[config.mk]
export PLATFORM = sky130hd
export DESIGN_NAME = twi_ctl_regs
export DESIGN_NICKNAME = d
export VERILOG_FILES = /design/src/rtl/twi_regs_pkg.sv /design/src/rtl/twi_reg_decode.sv /design/src/rtl/twi_ctrl_file.sv /design/src/rtl/twi_status_sticky.sv /design/src/rtl/twi_ctl_regs.sv
export SDC_FILE = /design/constraint.sdc
export NUM_CORES = 1
export LEC_CHECK = 0
export BUFFER_PORTS_ARGS = -buffer_cell sky130_fd_sc_hd__buf_2
export CORE_MARGIN = 4
export CORE_UTILIZATION = 35
export CTS_BUF_LIST = sky130_fd_sc_hd__clkbuf_16
export CTS_CLUSTER_SIZE = 25
export DETAILED_ROUTE_END_ITERATION = 8
export PLACE_DENSITY = 0.62
export SETUP_SLACK_MARGIN = 0.3
export SYNTH_ARGS = -nofsm -noshare
export SYNTH_HDL_FRONTEND = slang
export SYNTH_SLANG_ARGS = --single-unit
[constraint.sdc]
create_clock -name clk -period 3.31 [get_ports clk]
set_input_delay 0.331 -clock clk [delete_from_list [all_inputs] [get_ports clk]]
set_output_delay 0.331 -clock clk [all_outputs]
set_load 0.01 [all_outputs]
[src/rtl/twi_regs_pkg.sv]
package twi_regs_pkg;

    localparam int NREG     = 5;
    localparam int IDX_OWN  = 0;
    localparam int IDX_DIV  = 1;
    localparam int IDX_CTL  = 2;
    localparam int IDX_STAT = 3;
    localparam int IDX_DATA = 4;

    // control register bit positions
    localparam int CB_RSTART = 2;
    localparam int CB_NOACK  = 3;
    localparam int CB_TX     = 4;
    localparam int CB_MASTER = 5;
    localparam int CB_IRQEN  = 6;
    localparam int CB_EN     = 7;

    // status register bit positions
    localparam int SB_NACK  = 0;
    localparam int SB_IRQ   = 1;
    localparam int SB_SLVRD = 2;
    localparam int SB_ARB   = 4;
    localparam int SB_BUSY  = 5;
    localparam int SB_HIT   = 6;
    localparam int SB_DONE  = 7;

    typedef struct packed {
        logic core_en;
        logic irq_en;
        logic master;
        logic tx_mode;
        logic ack_off;
    } ctl_bits_t;

    function automatic int reg_offset(input int idx);
        return idx * 4;
    endfunction

endpackage

[src/rtl/twi_reg_decode.sv]
module twi_reg_decode
    import twi_regs_pkg::*;
#(
    parameter int ADDR_W = 5
) (
    input  logic              host_wr,
    input  logic              host_rd,
    input  logic [ADDR_W-1:0] host_addr,
    output logic [NREG-1:0]   wr_hit,
    output logic [NREG-1:0]   rd_hit
);

    for (genvar i = 0; i < NREG; i++) begin : g_dec
        localparam logic [ADDR_W-1:0] OFF = ADDR_W'(reg_offset(i));
        logic match;
        assign match     = (host_addr == OFF);
        assign wr_hit[i] = host_wr & match;
        assign rd_hit[i] = host_rd & match;
    end

endmodule

[src/rtl/twi_ctrl_file.sv]
module twi_ctrl_file
    import twi_regs_pkg::*;
#(
    parameter int BYTE_W  = 8,
    parameter int SADDR_W = 7,
    parameter int DIV_W   = 6
) (
    input  logic               clk,
    input  logic               rst_n,
    input  logic [NREG-1:0]    wr_hit,
    input  logic               rd_data_hit,
    input  logic [BYTE_W-1:0]  wdata,
    input  logic               rx_wr,
    input  logic [BYTE_W-1:0]  rx_byte,
    output logic [SADDR_W-1:0] own_addr,
    output logic [DIV_W-1:0]   clk_code,
    output ctl_bits_t          ctl_o,
    output logic [BYTE_W-1:0]  data_byte,
    output logic               start_req,
    output logic               stop_req,
    output logic               rstart_req,
    output logic               tx_load,
    output logic               rx_read
);

    typedef struct packed {
        logic [SADDR_W-1:0] own;
        logic [DIV_W-1:0]   div;
        ctl_bits_t          ctl;
        logic [BYTE_W-1:0]  data;
        logic               start;
        logic               stop;
        logic               rstart;
        logic               load;
        logic               rread;
    } cf_state_t;

    cf_state_t s_d, s_q;
    logic      unused_stat;
    logic      wr_en_bit;

    assign unused_stat = wr_hit[IDX_STAT];
    assign wr_en_bit   = wdata[CB_EN];

    always_comb begin
        s_d        = s_q;
        s_d.start  = 1'b0;
        s_d.stop   = 1'b0;
        s_d.rstart = 1'b0;
        s_d.load   = 1'b0;
        s_d.rread  = rd_data_hit;

        if (wr_hit[IDX_OWN]) s_d.own = wdata[SADDR_W:1];
        if (wr_hit[IDX_DIV]) s_d.div = wdata[DIV_W-1:0];

        if (wr_hit[IDX_CTL]) begin
            s_d.ctl.core_en = wr_en_bit;
            s_d.ctl.irq_en  = wdata[CB_IRQEN];
            s_d.ctl.master  = wdata[CB_MASTER];
            s_d.ctl.tx_mode = wdata[CB_TX];
            s_d.ctl.ack_off = wdata[CB_NOACK];
            // edges are judged against the stored master bit
            s_d.start  = wr_en_bit &  wdata[CB_MASTER] & ~s_q.ctl.master;
            s_d.stop   = wr_en_bit & ~wdata[CB_MASTER] &  s_q.ctl.master;
            s_d.rstart = wr_en_bit &  wdata[CB_RSTART];
        end

        if (wr_hit[IDX_DATA]) begin
            s_d.data = wdata;
            s_d.load = 1'b1;
        end else if (rx_wr) begin
            s_d.data = rx_byte;
        end
    end

    always_ff @(posedge clk or negedge rst_n) begin
        if (!rst_n) s_q <= '0;
        else        s_q <= s_d;
    end

    assign own_addr   = s_q.own;
    assign clk_code   = s_q.div;
    assign ctl_o      = s_q.ctl;
    assign data_byte  = s_q.data;
    assign start_req  = s_q.start;
    assign stop_req   = s_q.stop;
    assign rstart_req = s_q.rstart;
    assign tx_load    = s_q.load;
    assign rx_read    = s_q.rread;

endmodule

[src/rtl/twi_status_sticky.sv]
module twi_status_sticky
    import twi_regs_pkg::*;
(
    input  logic clk,
    input  logic rst_n,
    input  logic stat_wr,
    input  logic keep_irq,
    input  logic keep_arb,
    input  logic ev_byte_done,
    input  logic ev_addr_match,
    input  logic ev_arb_lost,
    output logic irq_flag,
    output logic arb_flag
);

    localparam int NFLAG = 2;
    localparam int F_IRQ = 0;
    localparam int F_ARB = 1;

    typedef struct packed {
        logic [NFLAG-1:0] flags;
    } st_state_t;

    st_state_t        s_d, s_q;
    logic [NFLAG-1:0] set_v;
    logic [NFLAG-1:0] clr_v;

    always_comb begin
        set_v[F_IRQ] = ev_byte_done | ev_addr_match | ev_arb_lost;
        set_v[F_ARB] = ev_arb_lost;
        clr_v[F_IRQ] = stat_wr & ~keep_irq;
        clr_v[F_ARB] = stat_wr & ~keep_arb;
        // set has priority over a software clear in the same cycle
        s_d.flags    = set_v | (s_q.flags & ~clr_v);
    end

    always_ff @(posedge clk or negedge rst_n) begin
        if (!rst_n) s_q <= '0;
        else        s_q <= s_d;
    end

    assign irq_flag = s_q.flags[F_IRQ];
    assign arb_flag = s_q.flags[F_ARB];

endmodule

[src/rtl/twi_ctl_regs.sv]
module twi_ctl_regs
    import twi_regs_pkg::*;
#(
    parameter int DATA_W  = 16,
    parameter int ADDR_W  = 5,
    parameter int BYTE_W  = 8,
    parameter int SADDR_W = 7,
    parameter int DIV_W   = 6
) (
    input  logic               clk,
    input  logic               rst_n,
    input  logic               host_wr,
    input  logic               host_rd,
    input  logic [ADDR_W-1:0]  host_addr,
    input  logic [DATA_W-1:0]  host_wdata,
    output logic [DATA_W-1:0]  host_rdata,
    input  logic               ev_byte_done,
    input  logic               ev_addr_match,
    input  logic               ev_arb_lost,
    input  logic               lv_nack,
    input  logic               lv_slave_rd,
    input  logic               lv_bus_busy,
    input  logic               lv_addressed,
    input  logic               lv_xfer_done,
    input  logic               rx_wr,
    input  logic [BYTE_W-1:0]  rx_byte,
    output logic [SADDR_W-1:0] own_addr,
    output logic [DIV_W-1:0]   clk_code,
    output logic               core_en,
    output logic               ack_off,
    output logic               tx_mode,
    output logic               master_mode,
    output logic               start_req,
    output logic               stop_req,
    output logic               rstart_req,
    output logic [BYTE_W-1:0]  tx_byte,
    output logic               tx_load,
    output logic               rx_read,
    output logic               irq
);

    logic [NREG-1:0]   wr_hit;
    logic [NREG-1:0]   rd_hit;
    ctl_bits_t         ctl;
    logic              irq_flag;
    logic              arb_flag;
    logic              unused_hi;
    logic [BYTE_W-1:0] ctl_b;
    logic [BYTE_W-1:0] stat_b;
    logic [DATA_W-1:0] words [NREG];
    logic [DATA_W-1:0] rdata_d, rdata_q;

    assign unused_hi = ^host_wdata[DATA_W-1:BYTE_W];

    twi_reg_decode #(.ADDR_W(ADDR_W)) u_dec (
        .host_wr   (host_wr),
        .host_rd   (host_rd),
        .host_addr (host_addr),
        .wr_hit    (wr_hit),
        .rd_hit    (rd_hit)
    );

    twi_ctrl_file #(.BYTE_W(BYTE_W), .SADDR_W(SADDR_W), .DIV_W(DIV_W)) u_cf (
        .clk         (clk),
        .rst_n       (rst_n),
        .wr_hit      (wr_hit),
        .rd_data_hit (rd_hit[IDX_DATA]),
        .wdata       (host_wdata[BYTE_W-1:0]),
        .rx_wr       (rx_wr),
        .rx_byte     (rx_byte),
        .own_addr    (own_addr),
        .clk_code    (clk_code),
        .ctl_o       (ctl),
        .data_byte   (tx_byte),
        .start_req   (start_req),
        .stop_req    (stop_req),
        .rstart_req  (rstart_req),
        .tx_load     (tx_load),
        .rx_read     (rx_read)
    );

    twi_status_sticky u_st (
        .clk           (clk),
        .rst_n         (rst_n),
        .stat_wr       (wr_hit[IDX_STAT]),
        .keep_irq      (host_wdata[SB_IRQ]),
        .keep_arb      (host_wdata[SB_ARB]),
        .ev_byte_done  (ev_byte_done),
        .ev_addr_match (ev_addr_match),
        .ev_arb_lost   (ev_arb_lost),
        .irq_flag      (irq_flag),
        .arb_flag      (arb_flag)
    );

    always_comb begin
        ctl_b            = '0;
        ctl_b[CB_EN]     = ctl.core_en;
        ctl_b[CB_IRQEN]  = ctl.irq_en;
        ctl_b[CB_MASTER] = ctl.master;
        ctl_b[CB_TX]     = ctl.tx_mode;
        ctl_b[CB_NOACK]  = ctl.ack_off;

        stat_b           = '0;
        stat_b[SB_NACK]  = lv_nack;
        stat_b[SB_IRQ]   = irq_flag;
        stat_b[SB_SLVRD] = lv_slave_rd;
        stat_b[SB_ARB]   = arb_flag;
        stat_b[SB_BUSY]  = lv_bus_busy;
        stat_b[SB_HIT]   = lv_addressed;
        stat_b[SB_DONE]  = lv_xfer_done;

        words[IDX_OWN]  = DATA_W'({own_addr, 1'b0});
        words[IDX_DIV]  = DATA_W'(clk_code);
        words[IDX_CTL]  = DATA_W'(ctl_b);
        words[IDX_STAT] = DATA_W'(stat_b);
        words[IDX_DATA] = DATA_W'(tx_byte);

        rdata_d = '0;
        for (int i = 0; i < NREG; i++) begin
            if (rd_hit[i]) rdata_d = rdata_d | words[i];
        end
    end

    always_ff @(posedge clk or negedge rst_n) begin
        if (!rst_n) rdata_q <= '0;
        else        rdata_q <= rdata_d;
    end

    assign host_rdata  = rdata_q;
    assign core_en     = ctl.core_en;
    assign ack_off     = ctl.ack_off & ctl.core_en;
    assign tx_mode     = ctl.tx_mode & ctl.core_en;
    assign master_mode = ctl.master  & ctl.core_en;
    assign irq         = irq_flag & ctl.irq_en & ctl.core_en;

endmodule


==> impl_summary.md, run 1 <==
Run status
The run finished with clean final reports.

Setup path
Walking the worst path, the cells encountered are buf_2, nor2_1, nand4_2, mux2_2. The setup slack on the worst flop-to-flop path is 2060 ps. The maximum fanout encountered on the critical timing path is 15. The largest stage delay on the critical path is 400 ps. The setup path with the least slack is of type input port to register. The kind of cell with the highest combined delay along the critical path is simple AND/OR/NAND/NOR gates. For the worst setup path, the data arrival time is 1730 ps. STA puts the critical path data required time at 3470 ps. The worst setup path is captured at a register. The type of origin of the critical path is an input port. The master of the slowest instance on the critical path is sky130_fd_sc_hd__nand4_2.

The count of buffering cells on the critical path with inverters included is 1.

Timing
Based on the critical path, the design can be clocked at up to 636.2 MHz. Across the routed clock network, the largest skew measured is 3.279 ps. After layout, the minimum clock period comes to 1572 ps.

At the pin with the least slew margin, the transition time is 976.9 ps. The post-route clock period utilization is 47.48%. In the final timing run, aggregate negative setup slack is 0 ps.

Headroom to the max-slew limit came out at 34.70%. The number of hold violations in the final report is 0. The number of pins with negative max-slew slack in the final report is 0. Setup repair after global routing left no endpoint under its margin. The final-report setup violation count is 0.

Route
Dividing the detail-routed via count by the number of cells gives 4.824. The detailed-route via count is 1346. Once detail routing completed, the nets flagged for antenna violations numbered 0. The per-cell routed wire length is 16.95 µm. In this run, the number of DRC markers left after iteration 0 of detailed routing was 54.

The number of iterations in the first detailed-routing pass is 4. The DRC violation count after routing is 0. Wires add up to 4728 µm.

Worst hold path
The worst min-delay path category is input port to asynchronous set/reset pin.

Power
The power density relative to cell area is 524.8 nW/µm². The worst voltage drop across the vdd grid is 0.3578 mV. In this run the static leakage power is 1.262 nW.

Layout
The final cell count without fillers is 279. Measured on the finished design, the core utilization comes to 46.71%. The number of diodes added for antenna fixing is 0. Compared with the post-synthesis result, the final layout area differs by 27.49%.

Of the cells placed in the final design, the portion with a size suffix greater than 1 is 57.42%. After the last flow step, the layout net total stands at 251.

Global routing
The first global-routing pass estimated 7410 µm of wire. The maximum number of pins on one net before global-route repair is 42. The number of global-route vias before repair is 1385. The total overflow left after global routing is 0.

The initial antenna violation count came to 0. The global-route usage over all layers is 15.40%.

Synthesis
The top flip-flop cell by instance count after synthesis is sky130_fd_sc_hd__dfrtp_1. The count of flip-flops with a built-in enable after synthesis is 0. The sequential share of the synthesized area is 53.81%.

The mean instance size in the synthesized netlist is 14.02 µm². The fraction of registers with async set/reset is 100.0%. Yosys mapped the design onto 30 distinct sky130hd cell types.

The combined area of all synthesized cells is 1907 µm². Synthesis produced 136 cells. The flop and latch count out of synthesis is 41. The Yosys step of the flow raised 0 warnings.

Clock tree
After clock tree synthesis, the setup repair step added 0 buffers. The number of clock buffers inserted by TritonCTS is 5. For the worst-skew pair, the clock arrives at the later sink with an insertion delay of 280 ps. The number of sinks handled by clock tree synthesis is 41. Clock-pin slew was measured on the worst setup and hold paths at 50 ps. The CTS tree is built. In this run, post-CTS repair resized a total of 0 instances.

No sink is reached through more buffers than the 2 on the longest clock path. The clock root buffer master is sky130_fd_sc_hd__clkbuf_16. CTS built an H-tree with a depth of 2. Hold repair after CTS inserted 0 buffers.

Flow run
The tool flagged a number of max-cap violations equal to 0.

Die
In this run the horizontal extent of the chip is 81.81 µm. The floorplan step defined a die boundary enclosing 6693 µm². Row generation in the floorplan step produced 26 rows. The die boundary height is 81.81 µm. Once the floorplan was initialized, standard cells occupied 36.63% of the core.

The core area is 5205 µm². Pin placement for this block handled 89 I/O pins.

Placed design
Detailed placement finished with a half-perimeter wire length of 3432 µm. The number of I/O port buffers is 72. Routability-driven placement finished with a final weighted congestion of 0.7572.

In this run, placement finished with an instance count of 272.
## cells in the mapped netlist (2+ instances only)
cell,number,share of area (%)
sky130_fd_sc_hd__dfrtp_1,41,54
sky130_fd_sc_hd__clkbuf_1,2,0.39
sky130_fd_sc_hd__buf_2,3,0.79
sky130_fd_sc_hd__o21ai_0,2,0.52
sky130_fd_sc_hd__nor3b_1,2,0.79
sky130_fd_sc_hd__mux2i_1,5,2.6
sky130_fd_sc_hd__mux4_2,2,2.4
sky130_fd_sc_hd__a22o_1,9,4.1
sky130_fd_sc_hd__inv_1,2,0.39
sky130_fd_sc_hd__nand4b_1,2,0.92
sky130_fd_sc_hd__buf_4,8,3.1
sky130_fd_sc_hd__and2_1,3,0.98
sky130_fd_sc_hd__nand3_1,3,0.79
sky130_fd_sc_hd__mux2_2,34,20
sky130_fd_sc_hd__nor2_1,3,0.59
## worst paths after layout
kind                                endpoint          start  cells after the start
max                        u_cf.data_byte[5]   host_addr[2]                      4
min                            u_cf.stop_req          rst_n                      1
max reg2reg                    host_rdata[7]  u_cf.ctl_o[4]                      3
min reg2reg                      u_st.s_q[1]    u_st.s_q[1]                      1
max in group asynchronous      u_cf.ctl_o[2]          rst_n                      1
min in group clk                 u_st.s_q[0]   ev_byte_done                      2
## cells in the final DEF, fill, tap and decap left out, types with 3 or more instances in the layout
cell type                   netlist  final
sky130_fd_sc_hd__dfrtp_1         41     41
sky130_fd_sc_hd__conb_1           1      8
sky130_fd_sc_hd__nor2_1           3      3
sky130_fd_sc_hd__nand3_1          3      3
sky130_fd_sc_hd__mux2i_1          5      5
sky130_fd_sc_hd__clkbuf_16        0      5
sky130_fd_sc_hd__a22o_1           9      9
sky130_fd_sc_hd__buf_2            3     72
sky130_fd_sc_hd__mux2_2          34     34
sky130_fd_sc_hd__and2_1           3      3
sky130_fd_sc_hd__inv_1            2      3
## sequential cells by signal, summed over array words and instances, names as in the netlist
name / count
u_cf.clk_code: 6
u_cf.own_addr: 7
u_cf.rx_read: 1
u_cf.rstart_req: 1
u_cf.tx_load: 1
u_cf.start_req: 1
host_rdata: 8
u_st.s_q: 2
u_cf.stop_req: 1
u_cf.data_byte: 8
u_cf.ctl_o: 5
## power by group
group,internal (mW),leakage (nW),switching (mW)
Clock,0.269,0.0685,0.174
Sequential,0.558,0.522,0.0444
Combinational,0.122,0.671,0.109
## layout make-up
| type | instances | area [µm²] |
|---|---|---|
| clock buffers | 5 | 125.1 |
| flip-flops and latches | 41 | 1026 |
| repair buffers | 72 | 360.3 |
| clock inverters | 2 | 7.507 |
| well taps | 70 | 87.58 |
| fillers | 511 | 2774 |
| multi-input cells | 87 | 817.0 |
| inverters | 2 | 7.507 |
## through the flow
stage          setup slack (ps)  hold slack [ps]  power, mW  instance area, µm²
6_report                   1738            174.8      1.276                2431
5_1_grt                    1655            240.5      1.352                2431
4_1_cts                    1738            219.6      1.294                2431
3_5_place_dp               1443            464.8     0.8450                2298
3_3_place_gp               1444            466.5     0.8400                2298
2_1_floorplan              1790            35.41     0.7380                1933
## layer usage
metal / routed length, µm / GRT usage, %
met1: 1984 / 19.00
met2: 2316 / 24.72
met3: 364 / 6.360
met4: 61 / 4.485
met5: 0 / 0
## cells by family (layout without fill, tap and decap cells)
family          count (synthesis)  in the layout  share of synthesized area, %
simple gates                   22             22                         9.055
mux                            41             41                         25.07
other cells                     1              8                        0.1967
compound gates                 16             16                         7.153
buf+inv                        15             81                         4.725
flops                          41             41                         53.81
Power figures use the tool's default switching activity.
==> inputs of run 2 (changes only) <==
--- a/config.mk
+++ b/config.mk
@@ -11,7 +11,7 @@
 export CTS_BUF_LIST = sky130_fd_sc_hd__clkbuf_16
 export CTS_CLUSTER_SIZE = 25
 export DETAILED_ROUTE_END_ITERATION = 8
-export PLACE_DENSITY = 0.62
+export PLACE_DENSITY = 0.64
 export SETUP_SLACK_MARGIN = 0.3
 export SYNTH_ARGS = -nofsm -noshare
 export SYNTH_HDL_FRONTEND = slang
==> constraint.sdc (replaced) <==
create_clock -name clk -period 1.3 [get_ports clk]
set_input_delay 0.13 -clock clk [delete_from_list [all_inputs] [get_ports clk]]
set_output_delay 0.13 -clock clk [all_outputs]
set_load 0.01 [all_outputs]
==> run 2 against run 1 <==
Against the previous run: sequential power grew to 2.5 times the previous value; largest power group unchanged; first-iteration DRC count decreased by 31%; critical path type is now register to output port; combinational power rose to 3.4 times the previous value; sequential share of layout area is 5.9 points lower; critical endpoint is now irq; global-route usage increased by 0.75 points.
==> impl_summary.md, run 2 (synthesis results as in run 1) <==
Power
The sum of internal, switching and leakage power came to 3.679 mW (+190%). The reported leakage power is 1.492 nW (+18%). The worst voltage drop across the vdd grid came to 0.9294 mV (+160%). The power density relative to cell area came to 1302 nW/µm² (+150%).

Layout
The top cell types in the final layout, fill and taps aside, are sky130_fd_sc_hd__buf_2, sky130_fd_sc_hd__dfrtp_1, sky130_fd_sc_hd__mux2_2. The post-synthesis to final-layout area growth is 48.23%. The number of diodes added for antenna fixing is 0 (unchanged). The most common cell after layout, fill and taps aside is sky130_fd_sc_hd__buf_2. The count of nets after finishing is 279 (+11%). The total non-filler cell area in the finished layout is 2826 µm² (+16%). The share of the core filled with cells in the final layout was 54.30% (+7.6 points). The fraction of layout cells with a size suffix above 1 is 64.56% (+7.1 points).

Worst hold path
The worst min-delay path endpoint is u_st.s_q[0]. The cell count of the worst hold path is 2. The origin of the worst min-delay path is ev_byte_done.

The worst hold path belongs to the class input port to register.

Clock tree
The CTS clock-pin slew for the worst setup and hold paths was 60 ps (about the same). The clock latency reported for the late side of the worst-skew pair came to 280 ps (about the same). The cell sitting at the root of the clock tree is a sky130_fd_sc_hd__clkbuf_16.

The number of clock buffers inserted by TritonCTS is 5 (unchanged). The number of sinks handled by clock tree synthesis was 41 (unchanged). The CTS H-tree depth is 2 (unchanged). TritonCTS built the clock tree. The number of buffers on the longest clock path is 2 (unchanged).

Setup path
The largest stage delay on the critical path is 380 ps (-20 ps). The cell family with the largest share of critical-path delay is flip-flops. On the critical path, the stage with the largest delay is an instance of sky130_fd_sc_hd__dfrtp_1. STA classifies the critical path startpoint as a register. The data required time of the worst path was 1170 ps (-2300 ps). The most repeated library cell on the critical path is sky130_fd_sc_hd__buf_6. The setup slack on the worst flop-to-flop path came to 130 ps (-1930 ps). STA classifies the critical path endpoint as an output port. In this run the critical register-to-register path is captured at host_rdata[6]. The number of cell instances on the worst register-to-register path is 3 (unchanged). Traced cell by cell, the critical path runs through buf_6, and3_4, buf_6. The maximum fanout encountered on the critical timing path is 6 (-9). The count of buffering cells on the critical path with inverters included was 2 (+1). The launching point of the worst reg2reg path is u_cf.ctl_o[3]. The arrival time reported for the critical path endpoint is 1090 ps (-640 ps). The setup path with the least slack is of type register to output port.

Route
The number of iterations in the first detailed-routing pass is 4 (unchanged). The average vias per placed instance is 4.762 (-1.3%). The DRC violation count after routing came to 0 (unchanged). The per-cell routed wire length is 16.49 µm (-2.7%). The routed wire length came to 5062 µm (+7.1%). The number of nets with antenna violations after detailed routing is 0 (unchanged).

The detailed-route via count is 1462 (+8.6%). The first-iteration detailed-routing DRC count came to 37 (-31%).

Die
The core area is 5205 µm² (unchanged). The floorplan die width is 81.81 µm (unchanged). The die boundary height is 81.81 µm (unchanged). The initial core utilization is 36.63% (unchanged). The total die area was 6693 µm² (unchanged). The placement row count is 26 (unchanged). The number of placed I/O pins is 89 (unchanged).

Global routing
The maximum number of pins on one net before global-route repair is 26 (-38%). The sum of overflow across all layers after global routing is 0 (unchanged). The global-route usage over all layers is 16.15% (+0.75 points). The global-route wire length before repair is 7817 µm (+5.5%). The initial antenna violation count is 0 (unchanged). The number of global-route vias before repair came to 1485 (+7.2%).

Timing
For this run, the top clock speed supported by timing is 820.7 MHz. The worst path needs 1219 ps of the cycle, external delays included. The post-route clock skew came to 2.848 ps (-0.4318 ps). Setup repair after global routing could not meet its margin everywhere. The minimum setup slack in the final design is 81.47 ps (-1657 ps). The number of pins with negative max-slew slack in the final report is 0 (unchanged). The final-report setup violation count was 0 (unchanged). The worst hold slack is 53.89 ps (-120.9 ps). After layout, the worst path uses 93.73% of the clock period. The number of hold violations in the final report is 0 (unchanged).

Placed design
The pre-CTS setup slack came to -84.57 ps (-1528 ps). The placement-stage cell area is 2465 µm² (+7.2%). The number of I/O port buffers is 72 (unchanged). The weighted congestion reported at the end of routability-driven placement is 0.7621 (+0.65%).

The sum of net half-perimeters after detailed placement came to 3660 µm (+6.6%).

Run status
The flow ran to the end, and the final reports show no timing, DRC or antenna violations.

Flow run
The number of max-cap violations is 0 (unchanged).
==> run 2: through the flow <==
stage               instances  setup TNS [ps]
finish                    307               0
global route              307               0
floorplan                 143               0
global placement          289          -708.1
detailed placement        289          -902.6
CTS                       306               0
==> run 2: power by group <==
part,leakage [nW],switching (mW),internal [mW]
clock network,0.0797,0.471,0.891
registers,0.522,0.103,1.42
logic,0.890,0.334,0.460
==> run 2: worst max path at each step <==
stage / depth (start not counted) / end / from
finish: 3 / irq / u_cf.ctl_o[4]
detailed placement: 5 / u_cf.clk_code[4] / host_addr[0]
CTS: 3 / irq / u_cf.ctl_o[4]
global placement: 5 / u_cf.clk_code[4] / host_addr[0]
floorplan: 3 / host_rdata[7] / u_cf.ctl_o[4]
global route: 3 / tx_mode / u_cf.ctl_o[4]
==> run 2: cell type report <==
cell class | instances | area [µm²]
clock buffers | 5 | 125.1
inverters | 2 | 7.507
multi-input cells | 87 | 880.8
repair buffers | 100 | 664.4
well taps | 70 | 87.58
clock inverters | 2 | 35.03
fillers | 482 | 2379
flip-flops and latches | 41 | 1026
==> run 2: repair_timing <==
item                       4_1_cts  5_1_grt
pin swaps                        5        5
hold endpoints to repair        16        0
buffers inserted                 9        1
setup endpoints to repair       33       35
hold buffers                     1        0
resized for setup                9       18
==> run 2: routing by layer <==
metal	part of all wire [%]	vias to the layer above	track usage, %
met1	44	721	20.17
met2	49	47	27.87
met5	0	-	0
met4	0.73	0	2.990
li1	-	690	-
met3	6.0	4	4.715
==> inputs of run 3 (changes only) <==
--- a/config.mk
+++ b/config.mk
@@ -7,11 +7,11 @@
 export LEC_CHECK = 0
 export BUFFER_PORTS_ARGS = -buffer_cell sky130_fd_sc_hd__buf_2
 export CORE_MARGIN = 4
-export CORE_UTILIZATION = 35
+export CORE_UTILIZATION = 42
 export CTS_BUF_LIST = sky130_fd_sc_hd__clkbuf_16
 export CTS_CLUSTER_SIZE = 25
 export DETAILED_ROUTE_END_ITERATION = 8
-export PLACE_DENSITY = 0.64
+export PLACE_DENSITY = 0.75
 export SETUP_SLACK_MARGIN = 0.3
 export SYNTH_ARGS = -nofsm -noshare
 export SYNTH_HDL_FRONTEND = slang
==> run 3 against run 2 <==
Against the previous run: die area decreased by 15%; non-clock buffer count is 4 lower; largest power group unchanged; total power shrank 4.9%; final cell count shrank 6.5%; sequential cell count did not move; routed wire length is 2.9% lower.
==> impl_summary.md, run 3 (synthesis results as in run 1) <==
Setup path
By startpoint and endpoint, the worst setup path is classified as register to register. STA classifies the critical path startpoint as a register. The data required time of the worst path is 1470 ps (+300 ps). STA classifies the critical path endpoint as a register.

The maximum fanout encountered on the critical timing path was 2 (-4). The arrival time reported for the critical path endpoint came to 1400 ps (+310 ps).

Clock tree
CTS placed an instance of sky130_fd_sc_hd__clkbuf_16 at the clock tree root. The number of buffers on the longest clock path is 2 (unchanged). The clock latency reported for the late side of the worst-skew pair is 280 ps (about the same). The CTS H-tree depth is 2 (unchanged). The CTS clock-pin slew for the worst setup and hold paths is 60 ps (about the same).

TritonCTS built the clock tree. The number of sinks handled by clock tree synthesis is 41 (unchanged). The number of clock buffers inserted by TritonCTS came to 5 (unchanged).

Die
The placement row count came to 24 (-7.7%). The floorplan die width is 75.38 µm (-7.9%). The die boundary height is 75.38 µm (-7.9%). The core area is 4384 µm² (-16%).

The number of placed I/O pins was 89 (unchanged). The total die area is 5682 µm² (-15%). The initial core utilization came to 43.49% (+6.9 points).

Layout
The library cells used most frequently in the layout, excluding fill and tap cells, are sky130_fd_sc_hd__buf_2, sky130_fd_sc_hd__dfrtp_1, sky130_fd_sc_hd__mux2_2. The post-synthesis to final-layout area growth is 46.13%. The final cell count without fillers came to 287 (-6.5%). The fraction of layout cells with a size suffix above 1 is 65.11% (+0.55 points). Leaving out fill and tap cells, the most frequent cell in the layout is sky130_fd_sc_hd__buf_2. The area occupied by multi-input gates came to 920.9 µm² (+4.5%). The number of diodes added for antenna fixing is 0 (unchanged).

The count of nets after finishing is 276 (-1.1%). The final-layout fill cell count is 321 (-33%). The register cell area after layout came to 1026 µm² (unchanged).

Placed design
The number of I/O port buffers is 72 (unchanged). The weighted congestion reported at the end of routability-driven placement came to 0.8301 (+8.9%). The sum of net half-perimeters after detailed placement was 3409 µm (-6.9%). The pre-CTS setup slack is -76.78 ps (+7.783 ps). The number of placed instances, taps included is 265 (-8.3%).

Timing
The number of pins with negative max-slew slack in the final report was 0 (unchanged). The relative max-transition margin is 66.18%. The post-route clock period utilization is 94.49% (+0.76 points). The number of hold violations in the final report was 0 (unchanged). The minimum setup slack in the final design came to 71.58 ps (-9.886 ps). The post-route clock skew is 3.651 ps (+0.8033 ps). The peak clock frequency supported by timing is 814.1 MHz (-0.80%). Setup repair after global routing could not meet its margin everywhere.

For the pin with the worst max-slew slack, the measured transition is 507.2 ps. The shortest clock period the worst path allows after layout is 1228 ps (+9.886 ps). The final-report setup violation count is 0 (unchanged).

Route
The number of iterations in the first detailed-routing pass came to 4 (unchanged). The DRC violation count after routing is 0 (unchanged). The detailed-route via count is 1505 (+2.9%). The average vias per placed instance came to 5.244 (+10%).

The first-iteration detailed-routing DRC count is 82 (+120%). The number of nets with antenna violations after detailed routing came to 0 (unchanged). The per-cell routed wire length was 17.12 µm (+3.8%). The routed wire length came to 4913 µm (-2.9%).

Run status
The run finished with clean final reports.

Power
The power density relative to cell area is 1256 nW/µm² (-3.5%). The worst voltage drop across the vdd grid is 0.8355 mV (-10%). The reported leakage power is 1.473 nW (-1.3%).

Global routing
The global-route usage over all layers is 18.36% (+2.2 points). The maximum number of pins on one net before global-route repair is 42 (+62%). The initial antenna violation count was 0 (unchanged). The global-route wire length before repair is 7521 µm (-3.8%). The sum of overflow across all layers after global routing is 0 (unchanged). The number of global-route vias before repair was 1588 (+6.9%).

Worst hold path
The worst hold path belongs to the class input port to register.

Flow run
The number of max-cap violations is 0 (unchanged).
-- run 3: changes by cell type in the layout (fill, tap and decap cells not counted), sizes merged --
| cell | before | now |
|---|---|---|
| buf | 98 | 94 |
| clkinv | 1 | 0 |
| bufinv | 1 | 0 |
| nand4 | 1 | 2 |
| inv | 2 | 5 |
-- run 3: power breakdown --
group,internal [mW],switching (mW),leakage [nW]
logic,0.489,0.353,0.873
registers,1.42,0.0977,0.522
clock network,0.689,0.450,0.0776
total,2.60,0.901,1.47
-- run 3: routing by layer --
metal  vias up  part of all wire, %  GRT usage [%]
met3         9                  6.9          4.617
met2        57                   53          32.02
met1       747                   37          20.47
li1        692                    -              -
met4         0                  2.4          9.903
met5         -                    0              0
-- run 3: critical path: stages, from the launching register on --
cell and delay [ps]:
sky130_fd_sc_hd__dfrtp_1 390, sky130_fd_sc_hd__buf_4 140, sky130_fd_sc_hd__mux2_2 250, sky130_fd_sc_hd__a22o_1 180
sky130_fd_sc_hd__a22o_1 170
-- run 3: final timing paths --
kind	startpoint	end	slack [ps]	cells after the start
hold / removal	ev_arb_lost	u_st.s_q[1]	60	2
min in group asynchronous	rst_n	u_cf.data_byte[2]	440	3
setup / recovery	u_cf.ctl_o[4]	host_rdata[7]	70	4
hold reg to reg	u_st.s_q[1]	u_st.s_q[1]	480	1
max in group asynchronous	rst_n	u_cf.data_byte[1]	510	3
setup reg to reg	u_cf.ctl_o[4]	host_rdata[7]	70	4
-- run 3: layout make-up --
| type | count | share of cell area [%] |
|---|---|---|
| Multi-Input combinational cell | 88 | 33.05 |
| Inverter | 2 | 0.2694 |
| Sequential cell | 41 | 36.82 |
| Clock buffer | 5 | 4.490 |
| Tap cell | 52 | 2.335 |
| Timing Repair Buffer | 96 | 22.63 |
| Clock inverter | 3 | 0.4041 |
-- run 3: repair_timing --
item                                    4_1_cts  5_1_grt
endpoints found under the setup margin       32       34
pin swaps                                     8        1
setup buffers                                10        2
gates cloned                                  1        0
hold endpoints to repair                     41        0
hold buffers                                  1        0
gates resized for setup                      13       25
-- run 3: metrics by stage --
step / utilization [%] / TNS (ps) / hold slack, ps / instance area, µm² / power, mW
after global routing: 63.56 / 0 / 53.37 / 2786 / 3.678
after CTS: 60.82 / 0 / 56.53 / 2666 / 3.437
after floorplan: - / 0 / -165.6 / 1961 / 1.887
final: 63.56 / 0 / 58.50 / 2786 / 3.499
after global placement: 54.11 / -538.3 / 221.4 / 2372 / 2.166
after detailed placement: 54.11 / -781.8 / 224.1 / 2372 / 2.184
